[src/rtl/mdio_pkg.sv]
package mdio_pkg;
  // control register field positions (host software decodes these)
  localparam int unsigned DIV_W      = 7;
  localparam int unsigned PRE_BIT    = 7;
  localparam int unsigned BUSY_BIT   = 8;
  // register offsets
  localparam logic [7:0]  OFS_CTRL   = 8'h00;
  localparam logic [7:0]  OFS_DATA   = 8'h04;
  // frame geometry
  localparam int unsigned CMD_W      = 32;
  localparam int unsigned PRE_LEN    = 32;
  localparam int unsigned RD_LEN     = 16;
  localparam int unsigned CNT_W      = 7;
  localparam int unsigned OP_LSB     = 28;
  localparam logic [1:0]  OP_READ    = 2'b10;
  localparam logic [1:0]  OP_WRITE   = 2'b01;
endpackage

[src/rtl/mdio_clkgen.sv]
module mdio_clkgen
  import mdio_pkg::*;
(
  input  logic             clk,
  input  logic             rst_n,
  input  logic             run,
  input  logic [DIV_W-1:0] div,
  output logic             mdc,
  output logic             rise_tick,
  output logic             fall_tick
);
  logic [DIV_W-1:0] cnt_q, cnt_d;
  logic             mdc_q, mdc_d;
  logic             tick;

  always_comb begin
    tick  = run && (cnt_q >= div);
    cnt_d = cnt_q;
    mdc_d = mdc_q;
    if (!run) begin
      cnt_d = '0;
      mdc_d = 1'b0;
    end else if (tick) begin
      cnt_d = '0;
      mdc_d = ~mdc_q;
    end else begin
      cnt_d = cnt_q + 1'b1;
    end
  end

  always_ff @(posedge clk or negedge rst_n) begin
    if (!rst_n) begin
      cnt_q <= '0;
      mdc_q <= 1'b0;
    end else begin
      cnt_q <= cnt_d;
      mdc_q <= mdc_d;
    end
  end

  assign mdc       = mdc_q;
  assign rise_tick = tick & ~mdc_q;
  assign fall_tick = tick &  mdc_q;
endmodule

[src/rtl/mdio_frame.sv]
module mdio_frame
  import mdio_pkg::*;
(
  input  logic              clk,
  input  logic              rst_n,
  input  logic              start,
  input  logic              pre_en,
  input  logic [CMD_W-1:0]  cmd,
  input  logic              rise_tick,
  input  logic              fall_tick,
  input  logic              mdio_in,
  output logic              busy,
  output logic              is_read,
  output logic              done,
  output logic [RD_LEN-1:0] rd_data,
  output logic              mdio_out,
  output logic              mdio_oe
);
  localparam int unsigned SH_W = PRE_LEN + CMD_W;
  localparam logic [CNT_W-1:0] LEN_PRE  = CNT_W'(SH_W);
  localparam logic [CNT_W-1:0] LEN_BARE = CNT_W'(CMD_W);
  localparam logic [CNT_W-1:0] REL_AT   = CNT_W'(RD_LEN + 1);
  localparam logic [CNT_W-1:0] CAP_AT   = CNT_W'(RD_LEN);

  logic [SH_W-1:0]   sh_q, sh_d;
  logic [CNT_W-1:0]  left_q, left_d;
  logic [RD_LEN-1:0] rd_q, rd_d;
  logic              busy_q, busy_d;
  logic              read_q, read_d;
  logic [CMD_W-1:0]  word;

  always_comb begin
    word   = {1'b0, cmd[CMD_W-2:0]};
    sh_d   = sh_q;
    left_d = left_q;
    rd_d   = rd_q;
    busy_d = busy_q;
    read_d = read_q;
    done   = 1'b0;
    if (start && !busy_q) begin
      sh_d   = pre_en ? {{PRE_LEN{1'b1}}, word} : {word, {PRE_LEN{1'b0}}};
      left_d = pre_en ? LEN_PRE : LEN_BARE;
      read_d = (cmd[OP_LSB+:2] == OP_READ);
      busy_d = 1'b1;
      rd_d   = '0;
    end else if (busy_q) begin
      if (rise_tick && read_q && (left_q <= CAP_AT))
        rd_d = {rd_q[RD_LEN-2:0], mdio_in};
      if (fall_tick) begin
        sh_d   = {sh_q[SH_W-2:0], 1'b0};
        left_d = left_q - 1'b1;
        if (left_q == CNT_W'(1)) begin
          busy_d = 1'b0;
          done   = 1'b1;
        end
      end
    end
  end

  always_ff @(posedge clk or negedge rst_n) begin
    if (!rst_n) begin
      sh_q   <= '0;
      left_q <= '0;
      rd_q   <= '0;
      busy_q <= 1'b0;
      read_q <= 1'b0;
    end else begin
      sh_q   <= sh_d;
      left_q <= left_d;
      rd_q   <= rd_d;
      busy_q <= busy_d;
      read_q <= read_d;
    end
  end

  assign busy     = busy_q;
  assign is_read  = read_q;
  assign rd_data  = rd_q;
  assign mdio_out = sh_q[SH_W-1];
  assign mdio_oe  = busy_q && !(read_q && (left_q <= REL_AT));
endmodule

[src/rtl/mdio_master.sv]
module mdio_master
  import mdio_pkg::*;
#(
  parameter int unsigned ADDR_W  = 8,
  parameter int unsigned DIV_RST = 26
) (
  input  logic              clk,
  input  logic              rst_n,
  input  logic              bus_wr_en,
  input  logic [ADDR_W-1:0] bus_addr,
  input  logic [31:0]       bus_wdata,
  output logic [31:0]       bus_rdata,
  output logic              mdc,
  output logic              mdio_out,
  output logic              mdio_oe,
  input  logic              mdio_in
);
  localparam logic [ADDR_W-1:0] A_CTRL = ADDR_W'(OFS_CTRL);
  localparam logic [ADDR_W-1:0] A_DATA = ADDR_W'(OFS_DATA);

  logic [DIV_W-1:0]  div_q, div_d;
  logic              pre_q, pre_d;
  logic [CMD_W-2:0]  data_q, data_d;
  logic              busy_w, rd_frame_w, done_w, start_w;
  logic              rise_w, fall_w;
  logic [RD_LEN-1:0] rd_w;
  logic              sel_ctrl, sel_data;
  logic              unused_wbit;

  assign unused_wbit = bus_wdata[31];
  assign sel_ctrl = (bus_addr == A_CTRL);
  assign sel_data = (bus_addr == A_DATA);
  assign start_w  = bus_wr_en && sel_data && !busy_w;

  always_comb begin
    div_d  = div_q;
    pre_d  = pre_q;
    data_d = data_q;
    if (bus_wr_en && sel_ctrl) begin
      div_d = bus_wdata[DIV_W-1:0];
      pre_d = bus_wdata[PRE_BIT];
    end
    if (start_w)
      data_d = bus_wdata[CMD_W-2:0];
    else if (done_w && rd_frame_w)
      data_d[RD_LEN-1:0] = rd_w;
  end

  always_ff @(posedge clk or negedge rst_n) begin
    if (!rst_n) begin
      div_q  <= DIV_W'(DIV_RST);
      pre_q  <= 1'b1;
      data_q <= '0;
    end else begin
      div_q  <= div_d;
      pre_q  <= pre_d;
      data_q <= data_d;
    end
  end

  always_comb begin
    bus_rdata = '0;
    if (sel_ctrl) begin
      bus_rdata[DIV_W-1:0] = div_q;
      bus_rdata[PRE_BIT]   = pre_q;
      bus_rdata[BUSY_BIT]  = busy_w;
    end else if (sel_data) begin
      bus_rdata = {1'b0, data_q};
    end
  end

  mdio_clkgen u_clkgen (
    .clk       (clk),
    .rst_n     (rst_n),
    .run       (busy_w),
    .div       (div_q),
    .mdc       (mdc),
    .rise_tick (rise_w),
    .fall_tick (fall_w)
  );

  mdio_frame u_frame (
    .clk       (clk),
    .rst_n     (rst_n),
    .start     (start_w),
    .pre_en    (pre_q),
    .cmd       (bus_wdata),
    .rise_tick (rise_w),
    .fall_tick (fall_w),
    .mdio_in   (mdio_in),
    .busy      (busy_w),
    .is_read   (rd_frame_w),
    .done      (done_w),
    .rd_data   (rd_w),
    .mdio_out  (mdio_out),
    .mdio_oe   (mdio_oe)
  );
endmodule

[config.mk]
export PLATFORM = sky130hd
export DESIGN_NAME = mdio_master
export DESIGN_NICKNAME = d
export VERILOG_FILES = /design/src/rtl/mdio_pkg.sv /design/src/rtl/mdio_clkgen.sv /design/src/rtl/mdio_frame.sv /design/src/rtl/mdio_master.sv
export SDC_FILE = /design/constraint.sdc
export NUM_CORES = 1
export LEC_CHECK = 0
export CAP_MARGIN = 20
export CORE_MARGIN = 10
export CORE_UTILIZATION = 58
export DETAILED_ROUTE_END_ITERATION = 12
export DONT_BUFFER_PORTS = 1
export GPL_ROUTABILITY_DRIVEN = 0
export PLACE_DENSITY = 0.76
export SETUP_SLACK_MARGIN = 0.1
export SLEW_MARGIN = 25
export SYNTH_ARGS = -nofsm -noshare
export SYNTH_HDL_FRONTEND = slang
export SYNTH_SLANG_ARGS = --single-unit
[constraint.sdc]
create_clock -name clk -period 2.5 [get_ports clk]
set_input_delay 0.25 -clock clk [delete_from_list [all_inputs] [get_ports clk]]
set_output_delay 0.25 -clock clk [all_outputs]
set_load 0.02 [all_outputs]
======== Yosys cells after proc, flatten, opt, wreduce, memory -nomap -nowiden ========
Index checks and enable logic that the tools add are counted.
operators by class
  add/subtract/negate cells ............... 2
  reduce and logical (&&, ||, !) cells .... 19
  multiplexer cells ....................... 28
  eq/ne operators ......................... 4
  order comparisons ....................... 3
  bitwise logic cells ..................... 3
operator list
  cell                                                                    count
  64-bit two-way mux                                                      4
  16-bit two-way mux                                                      5
  7-bit two-way mux                                                       6
  31-bit two-way mux                                                      1
  23-bit two-way mux                                                      1
  7-bit by 5-bit <= comparator with 1-bit output (second input constant)  2
  1-bit logical AND                                                       10
  1-bit two-way mux                                                       10
  9-bit two-way mux                                                       1
  8-bit by 3-bit equality test with 1-bit output (second input constant)  1
  8-bit zero test                                                         1
  2-bit nonzero test                                                      4
  7-bit by 1-bit adder with 7-bit output (second input constant)          1
  7-bit by 1-bit equality test with 1-bit output (second input constant)  1
  7-bit greater-or-equal comparator                                       1
  7-bit by 1-bit subtractor with 7-bit output (second input constant)     1
  2-bit AND reduction                                                     2
  1-bit AND                                                               2
  2-bit equality test (second input constant)                             1
  1-bit zero test                                                         2
  2-bit != test (second input constant)                                   1
  1-bit inverter                                                          1
word-level totals
  output and inout bits ................... 35
  word-level logic and storage cells ...... 70
  register bits after elaboration ......... 136
  input port bits ......................... 44

======== Depth between registers and ports, before layout ========
Gate-level depths: netlist of run 1.
  depth after elaboration ................. 9
  depth in mapped cells ................... 9
  depth with buffers taken out ............ 7

======== Cells and area by module ========
A second synthesis of run 1 with hierarchy kept.
second synthesis, totals
  cells, all modules ...................... 672
  area total of the unflattened synthesis .. 6944.2 um^2
by module, submodules not included
  module       area each (um^2)  times used  cells each
  mdio_frame   4367.9            1           464
  mdio_master  2015.7            1           153
  mdio_clkgen  560.5             1           55

======== Worst setup path after synthesis of run 1 ========
No wires, ideal clock.
  path kind ............................... reg2reg
  start point ............................. register div_q[4]
  end point ............................... register u_frame.left_q[5]
  path buffers ............................ 2
  path slack .............................. 0.188 ns
  period minus slack after synthesis ...... 2.312 ns
  stages on the path, launching flop included .. 10
  arrival ................................. 2.188 ns
  cell sequence ........................... dfstp_2 > inv_1 > ha_1 > a21o_1 > a221o_1 > a41oi_1 > buf_2 > buf_2 > nor3_1 > o31a_1
on the way
  word-level cells in the longest chain between the ends .. 5
ends and longest elaborated chain
  item                                  RTL line           source
  start, declared                       mdio_master.sv:21  logic [DIV_W-1:0] div_q, div_d;
  start signal, assigned                mdio_master.sv:51  div_q <= DIV_W'(DIV_RST);
  start signal, assigned                mdio_master.sv:55  div_q <= div_d;
  7-bit greater-or-equal comparator     mdio_clkgen.sv:17  tick = run && (cnt_q >= div);
  1-bit logical AND                     mdio_clkgen.sv:17
  1-bit AND                             mdio_clkgen.sv:43  assign fall_tick = tick & mdc_q;
  2-bit nonzero test (no source line)   n/a
  2-bit AND reduction (no source line)  n/a
  end signal, assigned                  mdio_frame.sv:69   left_q <= left_d;
  end, declared                         mdio_frame.sv:26   logic [CNT_W-1:0] left_q, left_d;
Every way passes these cells.
A chain may end at the register's enable or synchronous reset.

======== Worst setup path in the final report of run 1 ========
  start point ............................. register div_q[4]
  end point ............................... register data_q[2]
on the way
  word-level cells in the longest chain between the ends .. 8
ends and longest elaborated chain
  item                                 RTL line           source
  7-bit greater-or-equal comparator    mdio_clkgen.sv:17
  1-bit logical AND                    mdio_clkgen.sv:17
  1-bit AND                            mdio_clkgen.sv:43
  1-bit two-way mux                    mdio_frame.sv:49   if (fall_tick) begin
  1-bit two-way mux                    mdio_frame.sv:46   end else if (busy_q) begin
  1-bit two-way mux                    mdio_frame.sv:40   if (start && !busy_q) begin
  1-bit logical AND                    mdio_master.sv:45  else if (done_w && rd_frame_w)
  2-bit nonzero test (no source line)  n/a
  end signal, assigned                 mdio_master.sv:57  data_q <= data_d;
  end, declared                        mdio_master.sv:23  logic [CMD_W-2:0] data_q, data_d;
Every way passes these cells.

==> results of run 1 <==
-- cell type report --
class,count,area (µm²),share of cell area
Sequential cell,136,3408,0.4090
Multi-Input combinational cell,566,3292,0.3950
Timing Repair Buffer,65,757.0,0.09084
Clock buffer,23,508.0,0.06096
Tap cell,147,183.9,0.02207
Clock inverter,8,140.1,0.01682
Inverter,11,41.29,0.004955
Antenna cell,1,2.502,0.0003003
-- placed cells by master, fill, tap and decap left out, types with 6 or more instances in the layout --
cell           instances
inv_1                 10
a21oi_1               67
a31oi_1               38
nand2_1               87
clkbuf_8               6
mux2_2                 8
nor2_1                35
and2_1                25
nand3_1               87
ha_1                   9
mux2i_1               11
dfrtp_1              132
o21ai_0               65
o211ai_1              31
clkbuf_16             19
buf_12                 8
a31oi_2                9
nor3_1                33
dlygate4sd3_1         32
buf_4                 17
and3_1                19
-- worst register-to-register path, stage by stage (launching register included) --
cell,delay [ps]
dfstp_2,550
inv_2,50
ha_4,230
a21o_1,160
a221o_1,380
a41o_2,320
buf_12,210
a31oi_1,210
a21oi_1,110
-- state kept, by name (all words and copies together) (netlist names) --
name	cells
u_clkgen.cnt_q	7
u_frame.rd_data	16
u_frame.is_read	1
u_clkgen.mdc	1
pre_q	1
data_q	31
u_frame.busy	1
u_frame.sh_q	64
div_q	7
u_frame.left_q	7
-- per-layer routing --
| layer | wire length [µm] | vias to the layer above | share of wire |
|---|---|---|---|
| met5 | 0 | - | 0 |
| met4 | 583 | 0 | 0.030 |
| li1 | - | 2828 | - |
| met1 | 8155 | 3060 | 0.41 |
| met3 | 1625 | 57 | 0.082 |
| met2 | 9388 | 343 | 0.48 |
-- per-stage QoR --
stage / total power (µW) / setup WS [ps] / cells / cell area (µm²)
final: 6371 / 151.3 / 957 / 8333
after detailed placement: 3445 / 50.11 / 886 / 7102
after global routing: 6626 / 82.24 / 956 / 8330
after CTS: 6351 / 95.06 / 952 / 8179
after floorplan: 3221 / 187.8 / 792 / 7024
after global placement: 3398 / 127.4 / 886 / 7102
-- worst max path at each step --
stage,cells after the start,from,slack (ps),end
global placement,8,div_q[4],130,data_q[2]
detailed placement,8,div_q[4],50,data_q[6]
global route,9,div_q[1],80,u_frame.left_q[4]
finish,8,div_q[4],150,data_q[2]
CTS,8,div_q[4],100,u_frame.left_q[6]
floorplan,9,div_q[4],190,u_frame.left_q[5]
-- kinds of logic (layout without fill, tap and decap cells) --
group,count (synthesis),after routing,synth area share
AOI/OAI and AO/OA,224,224,0.1849
xor gates and xnor gates,6,6,0.007481
adders and majority gates,10,10,0.01781
buffers and inverters,90,107,0.06163
DFF,136,136,0.4852
muxes,19,19,0.02850
other,1,2,0.0005339
and+or+nand+nor,306,306,0.2139
-- power by group --
part	internal [µW]	leakage (µW)	total, µW	switching, µW
logic	411	0.00164	910	499
clock network	1820	0.000325	2740	925
registers	2520	0.00143	2720	205
total	4740	0.00340	6370	1630
-- what timing repair did --
action                                 in CTS  in global routing
endpoints found under the hold margin     217                136
setup endpoints to repair                  54                107
pin swaps                                   1                 17
setup buffers                               1                  0
cloned                                      2                  4
resized for setup                           5                 20
==> run metrics, run 1 <==
Starting Density=0.5897; Sink Count=136; setup tns final=0 ps; ratio of cells with drive above 1 in the final layout=0.1199; overall die width=130.1 µm; core box area=11910 µm²; routed wire length=19750 µm; post-cts hold buffer count=32; slew margin rel.=0.5736; die area=16910 µm²; Rows=40; via/cell ratio=6.571; Synth Net Count=846; FMAX=425.8 MHz; critical path arrival=2650 ps; CP endpoint kind=flip-flop; P_leak=0.003395 µW; Final min period=2349 ps; cell taking the most area after synthesis=dfrtp_1; WHS=-484.5 ps; DR WL/cell=20.64 µm; Yosys reg bits=136; remaining antenna violation count=0; vias in the first global route=6145; max incr delay on CP=550 ps; Synth async-reset ratio=1.000; final core utilization=0.6996; largest net degree at the start of global routing=137; met2 usage=0.3766; First DRT Iteration DRCs=615; Critical Path Slowest Stage Cell=dfstp_2; violated checks=hold timing; grt peak-use layer=met2; Layout area overhead=18.63%; R2R Setup Slk=150 ps; VDD IR max=0.6064 mV; top cell type's share of synthesized area=0.4703; H-tree Lvls=4; commonest cells in the netlist=132 x dfrtp_1, 88 x nand2_1, 87 x nand3_1; CP max FO=51; die extent in y=130.1 µm; critical path buffer and inverter count=2; depth of the worst register-to-register path=8; GRT Overall Usage=0.2350; most used standard cell by instance count after synthesis=dfrtp_1; Tightest Pin Transition=637.8 ps; Reg2Reg Launch Point=div_q[4]; IO Count=79; GR Layer Usage met3=0.06207; Synth area leaders=dfrtp_1 47%, nand3_1 6.2%, a21oi_1 4.8%; PD cells=764.5 nW/µm²; worst r2r dst=data_q[2]; Post-synth EDFFs=0; CTS tree=yes; via count=6288; initial antenna violation count=1; Top FF cell, synth=dfrtp_1; final setup vio count=0; crit-path cells=inv_2 > ha_4 > a21o_1 > a221o_1 > a41o_2 > buf_12 > a31oi_1 > a21oi_1; First-pass DRT Iterations=5; status=finished with violations; Num CTS Buffers=17; MaxCap Viol Count=0; CTS clk-pin slew, worst paths=60 ps; crit share post-route=0.9395; clk_lat worst skew=430 ps; Filler Cells Inserted=888; Buffers on Ports=0; worst hold path type=in2async; Total Nets Final=851; CTS Buffer Depth=2; WP data required=2800 ps; Netlist cell types=51; CP startpoint kind=flip-flop; Synth Cell Area=7024 µm²; Mapped Cells=792; Avg Cell Area, Syn=8.869 µm²; Final Hold Fails=136; total grt overflow=0; Crit path max-delay family=compound AO/OA/AOI/OAI gates; synth warn=0; met1 Use GR=0.2965; Slew Limit Fails=0; number of remaining DRC errors=0; sequential-to-total area share from yosys stat=0.4852; unrepaired setup endpoints after global routing=true; Root Buffer=clkbuf_16; Final Skew=10.94 ps; kind of critical path=reg2reg; dpl hpwl=11320 µm; first-pass GRT wire length=31690 µm
Power figures use the tool's default switching activity.
==> run 2, diff against run 1 <==
- clock period: 2.5 -> 2.1 ns (I/O delays scaled with it)
==> run 2 against run 1 <==
  * The run ends with hold timing, setup timing left
  * Power up 22%
  * Global-route usage increased by 0.65 points
  * First-iteration DRC count is 44% higher
  * Worst hold slack lost 35 ps
  * Clock power grew 13%
  * Core utilization is 5.8 points higher
  * Critical endpoint is now u_frame.sh_q[56]
  * Highest routed layer unchanged
==> run metrics, run 2 (synthesis results as in run 1) <==
Total Power=7800 µW; First DRT Iteration DRCs=884; violated checks=hold timing, setup timing; GRT Overall Usage=0.2415; commonest non-fill, non-tap cell in the layout=dfrtp_1; die extent in y=130.1 µm; Final min period=2290 ps; P_sw=2135 µW; Starting Density=0.5897; Root Buffer=clkbuf_16; dpl hpwl=11740 µm; clk_lat worst skew=430 ps; P_int=5665 µW; Sink Count=136; ratio of cells with drive above 1 in the final layout=0.2089; post-cts hold buffer count=32; Rows=40; Buffers on Ports=0; Comb pwr share=0.182; overall die width=130.1 µm; IO Count=79; max reg flops=64; routed wire length=21600 µm; H-tree Lvls=4; initial antenna violation count=0; Final WS setup=-190.1 ps; P_leak=0.003594 µW; Clock power frac=0.398; die area=16910 µm²; CTS Buffer Depth=2; CTS tree=yes; Top reg by flops=u_frame.sh_q; depth of the worst register-to-register path=10; kind of critical path=reg2reg; Filler Cells Inserted=763; core box area=11910 µm²; Final Skew=6.889 ps; final setup vio count=105; MaxCap Viol Count=0; slew margin rel.=0.5207; Register Area=3410 µm²; via count=6618; Final Hold Fails=136; crit share post-route=1.091; VDD IR max=0.6164 mV; via/cell ratio=6.753; Tightest Pin Transition=717.0 ps; total grt overflow=0; Total Nets Final=874; Net Sw Frac=0.2738; WHS=-519.1 ps; largest net degree at the start of global routing=137; FMAX=436.7 MHz; CP endpoint kind=flip-flop; vias in the first global route=6215; CP max FO=7; PD cells=864.8 nW/µm²; most frequent cells in the layout=131 x dfrtp_1, 86 x nand2_1, 78 x nand3_1; WP data required=2440 ps; multi-input logic area=3702 µm²; first-pass GRT wire length=32950 µm; DR WL/cell=22.04 µm; pre-CTS WS=-206.5 ps; Inst Count DP=901; Slew Limit Fails=0; remaining antenna violation count=0; status=finished with violations; CP startpoint kind=flip-flop; First-pass DRT Iterations=6; CTS clk-pin slew, worst paths=60 ps; Layout Cells excl Fill=980; crit path launch=div_q[4]; Reg power frac=0.420; critical path arrival=2630 ps; Num CTS Buffers=17; worst hold path type=in2async; number of remaining DRC errors=0; Reg2Reg Launch Point=div_q[4]; diode count=0; setup tns final=-11600 ps; unrepaired setup endpoints after global routing=true; Layout area overhead=28.41%
## run 2: cell count changes in the layout (fill, tap and decap cells not counted), moves of 7 or more
cell     change
a21oi_1      -9
a21oi_2      +8
a31oi_1     -15
a31oi_2      +8
a31oi_4      +7
buf_4       +10
nand3_1      -9
nand3_2      +9
o21ai_0     -40
o21ai_1     +32
## run 2: metal layers
metal	GRT usage	vias to the layer above	routed length, µm
met1	0.3136	3315	8635
li1	-	2885	-
met2	0.3793	368	10580
met3	0.07018	50	1782
met4	0.08135	0	597
met5	0	-	0
## run 2: cell type report
cell class	instances	area share
multi-input cells	566	0.4105
inverters	11	0.004578
repair buffers	88	0.1190
clock buffers	24	0.05452
well taps	147	0.02039
clock inverters	8	0.01304
flip-flops and latches	136	0.3780
## run 2: path summary, 6_finish.rpt
check	slack, ps	end
max in group asynchronous	2370	u_frame.rd_data[2]
worst max register to register	-190	u_frame.sh_q[56]
worst max-delay path	-190	u_frame.sh_q[56]
worst min-delay path	-520	u_clkgen.cnt_q[2]
min in group clk	120	pre_q
worst min register to register	470	data_q[21]
## run 2: power groups by stage
stage          registers [µW]  clock network (µW)  logic, µW
2_1_floorplan            3190                   0        739
3_3_place_gp             3240                   0        871
3_5_place_dp             3260                   0        916
4_1_cts                  3230                3100       1240
5_1_grt                  3310                3240       1530
6_report                 3280                3100       1420
## run 2: timing repair
item | 4_1_cts | 5_1_grt
endpoints found under the setup margin | 112 | 114
endpoints found under the hold margin | 239 | 136
cloned | 3 | 4
gates resized for setup | 63 | 77
pin swaps | 19 | 43
buffers inserted | 6 | 4
## run 2: worst max-delay path: stages (launching register included)
cell and delay [ps]:
dfstp_2 530, inv_2 40, ha_4 210, a21o_1 150
a221o_1 360, a41oi_4 230, buf_12 180, buf_12 110
buf_16 110, o21ai_1 80, a21oi_1 200
## run 2: stage by stage
step           cell area, µm²  utilization
2_1_floorplan            7158            -
3_3_place_gp             7297       0.6126
3_5_place_dp             7297       0.6126
4_1_cts                  8635       0.7249
5_1_grt                  9020       0.7572
6_report                 9020       0.7572
==> run 3, diff against run 2 <==
- CORE_UTILIZATION: 58 -> 35
- PLACE_DENSITY: 0.76 -> not set
==> run 3 against run 2 <==
  * The run still ends with hold timing, setup timing left
  * Die area grew 55%
  * Global-route usage shrank 9.0 points
  * Critical path depth shrank 2
  * Routed wire length shrank 2.6%
  * Count of clock-buffer cells in the layout shrank 4
  * Cell count grew 13%
  * Flip-flop and latch count is the same
  * Register-to-register slack lost 20 ps
  * Worst setup slack lost 22 ps
  * Sequential power shrank 1%
  * Clock skew grew 8.9 ps
  * Critical path type unchanged
  * Largest cell class unchanged
==> run metrics, run 3 (synthesis results as in run 1) <==
status=finished with violations; violated checks=hold timing, setup timing; Comb pwr share=0.187; largest net degree at the start of global routing=137; pre-CTS WS=-210.9 ps; Total Nets Final=881; initial antenna violation count=1; Rows=51; via count=6132; Starting Density=0.3586; WP data required=2450 ps; VDD IR max=0.4598 mV; Root Buffer=clkbuf_16; overall die width=161.7 µm; P_sw=2185 µW; remaining antenna violation count=0; Top reg by flops=u_frame.sh_q; Final Hold Fails=136; ratio of cells with drive above 1 in the final layout=0.2048; Final WS setup=-212.2 ps; crit path launch=div_q[4]; most frequent cells in the layout=132 x dfrtp_1, 87 x nand2_1, 85 x nand3_1; routed wire length=21040 µm; DR WL/cell=19.02 µm; Net Sw Frac=0.2655; Reg power frac=0.393; crit share post-route=1.101; CP startpoint kind=flip-flop; setup tns final=-16460 ps; clk_lat worst skew=430 ps; PD cells=891.7 nW/µm²; H-tree Lvls=4; Layout area overhead=31.39%; Sink Count=136; GRT Overall Usage=0.1519; total grt overflow=0; post-cts hold buffer count=32; CTS Buffer Depth=2; First DRT Iteration DRCs=583; vias in the first global route=5985; CP max FO=9; critical path arrival=2660 ps; MaxCap Viol Count=0; Slew Limit Fails=0; final setup vio count=112; Final Skew=15.83 ps; die area=26140 µm²; commonest non-fill, non-tap cell in the layout=dfrtp_1; number of remaining DRC errors=0; P_int=6044 µW; unrepaired setup endpoints after global routing=true; Total Power=8229 µW; IO Count=79; Num CTS Buffers=17; via/cell ratio=5.544; Buffers on Ports=0; WHS=-519.1 ps; CTS clk-pin slew, worst paths=60 ps; max reg flops=64; final core utilization=0.4711; FMAX=432.5 MHz; CP endpoint kind=flip-flop; first-pass GRT wire length=32820 µm; core box area=19590 µm²; Area after DPL=7452 µm²; P_leak=0.003707 µW; dpl hpwl=11740 µm; Clock power frac=0.420; worst hold path type=in2async; Finished Cell Area=9229 µm²; kind of critical path=reg2reg; First-pass DRT Iterations=5; Reg2Reg Launch Point=div_q[4]; CTS tree=yes; die extent in y=161.7 µm; Final min period=2312 ps
## run 3: through the flow
step / hold WS (ps) / cells
floorplan: -85.59 / 792
global placement: -78.00 / 1020
detailed placement: -78.51 / 1020
CTS: -531.4 / 1092
global route: -537.1 / 1106
finish: -519.1 / 1106
## run 3: per-layer routing
metal | wire [µm] | part of all wire | track usage
met5 | 0 | 0 | 0
met4 | 269 | 0.013 | 0.05087
met3 | 1103 | 0.052 | 0.03337
met2 | 10370 | 0.49 | 0.2361
met1 | 9294 | 0.44 | 0.2050
## run 3: layout make-up
cell class                      count  area [µm²]
Clock inverter                     12       221.5
Timing Repair Buffer               95        1202
Antenna cell                        1       2.502
Inverter                           11       41.29
Tap cell                          265       331.6
Sequential cell                   136        3408
Multi-Input combinational cell    566        3565
Clock buffer                       20       456.7
Fill cell                        1802       10360
## run 3: path summary, 6_finish.rpt
check	cells past startpoint	end	slack (ps)
min	0	u_clkgen.cnt_q[0]	-520
max in group asynchronous	0	u_frame.left_q[3]	2360
max	8	u_frame.left_q[6]	-210
min in group clk	2	div_q[5]	100
max reg2reg	8	u_frame.left_q[6]	-210
min reg2reg	2	data_q[17]	460
## run 3: worst max-delay path: stages, from the launching register on
cell	delay (ps)
dfstp_2	540
inv_2	50
ha_4	200
a21o_1	160
a221o_1	360
a41o_4	360
buf_12	180
a311o_1	300
nand3_1	70
## run 3: power groups by stage
stage	sequential (µW)	combinational, µW	clock, µW
floorplan	3190	739	0
global placement	3250	865	0
detailed placement	3250	887	0
CTS	3210	1160	3490
global route	3280	1660	3600
finish	3240	1540	3460
## run 3: what timing repair did
action,CTS,global route
buffers inserted,6,1
endpoints found under the hold margin,239,136
gates cloned,2,12
resized for setup,58,81
setup endpoints to repair,112,113
pin swaps,12,76
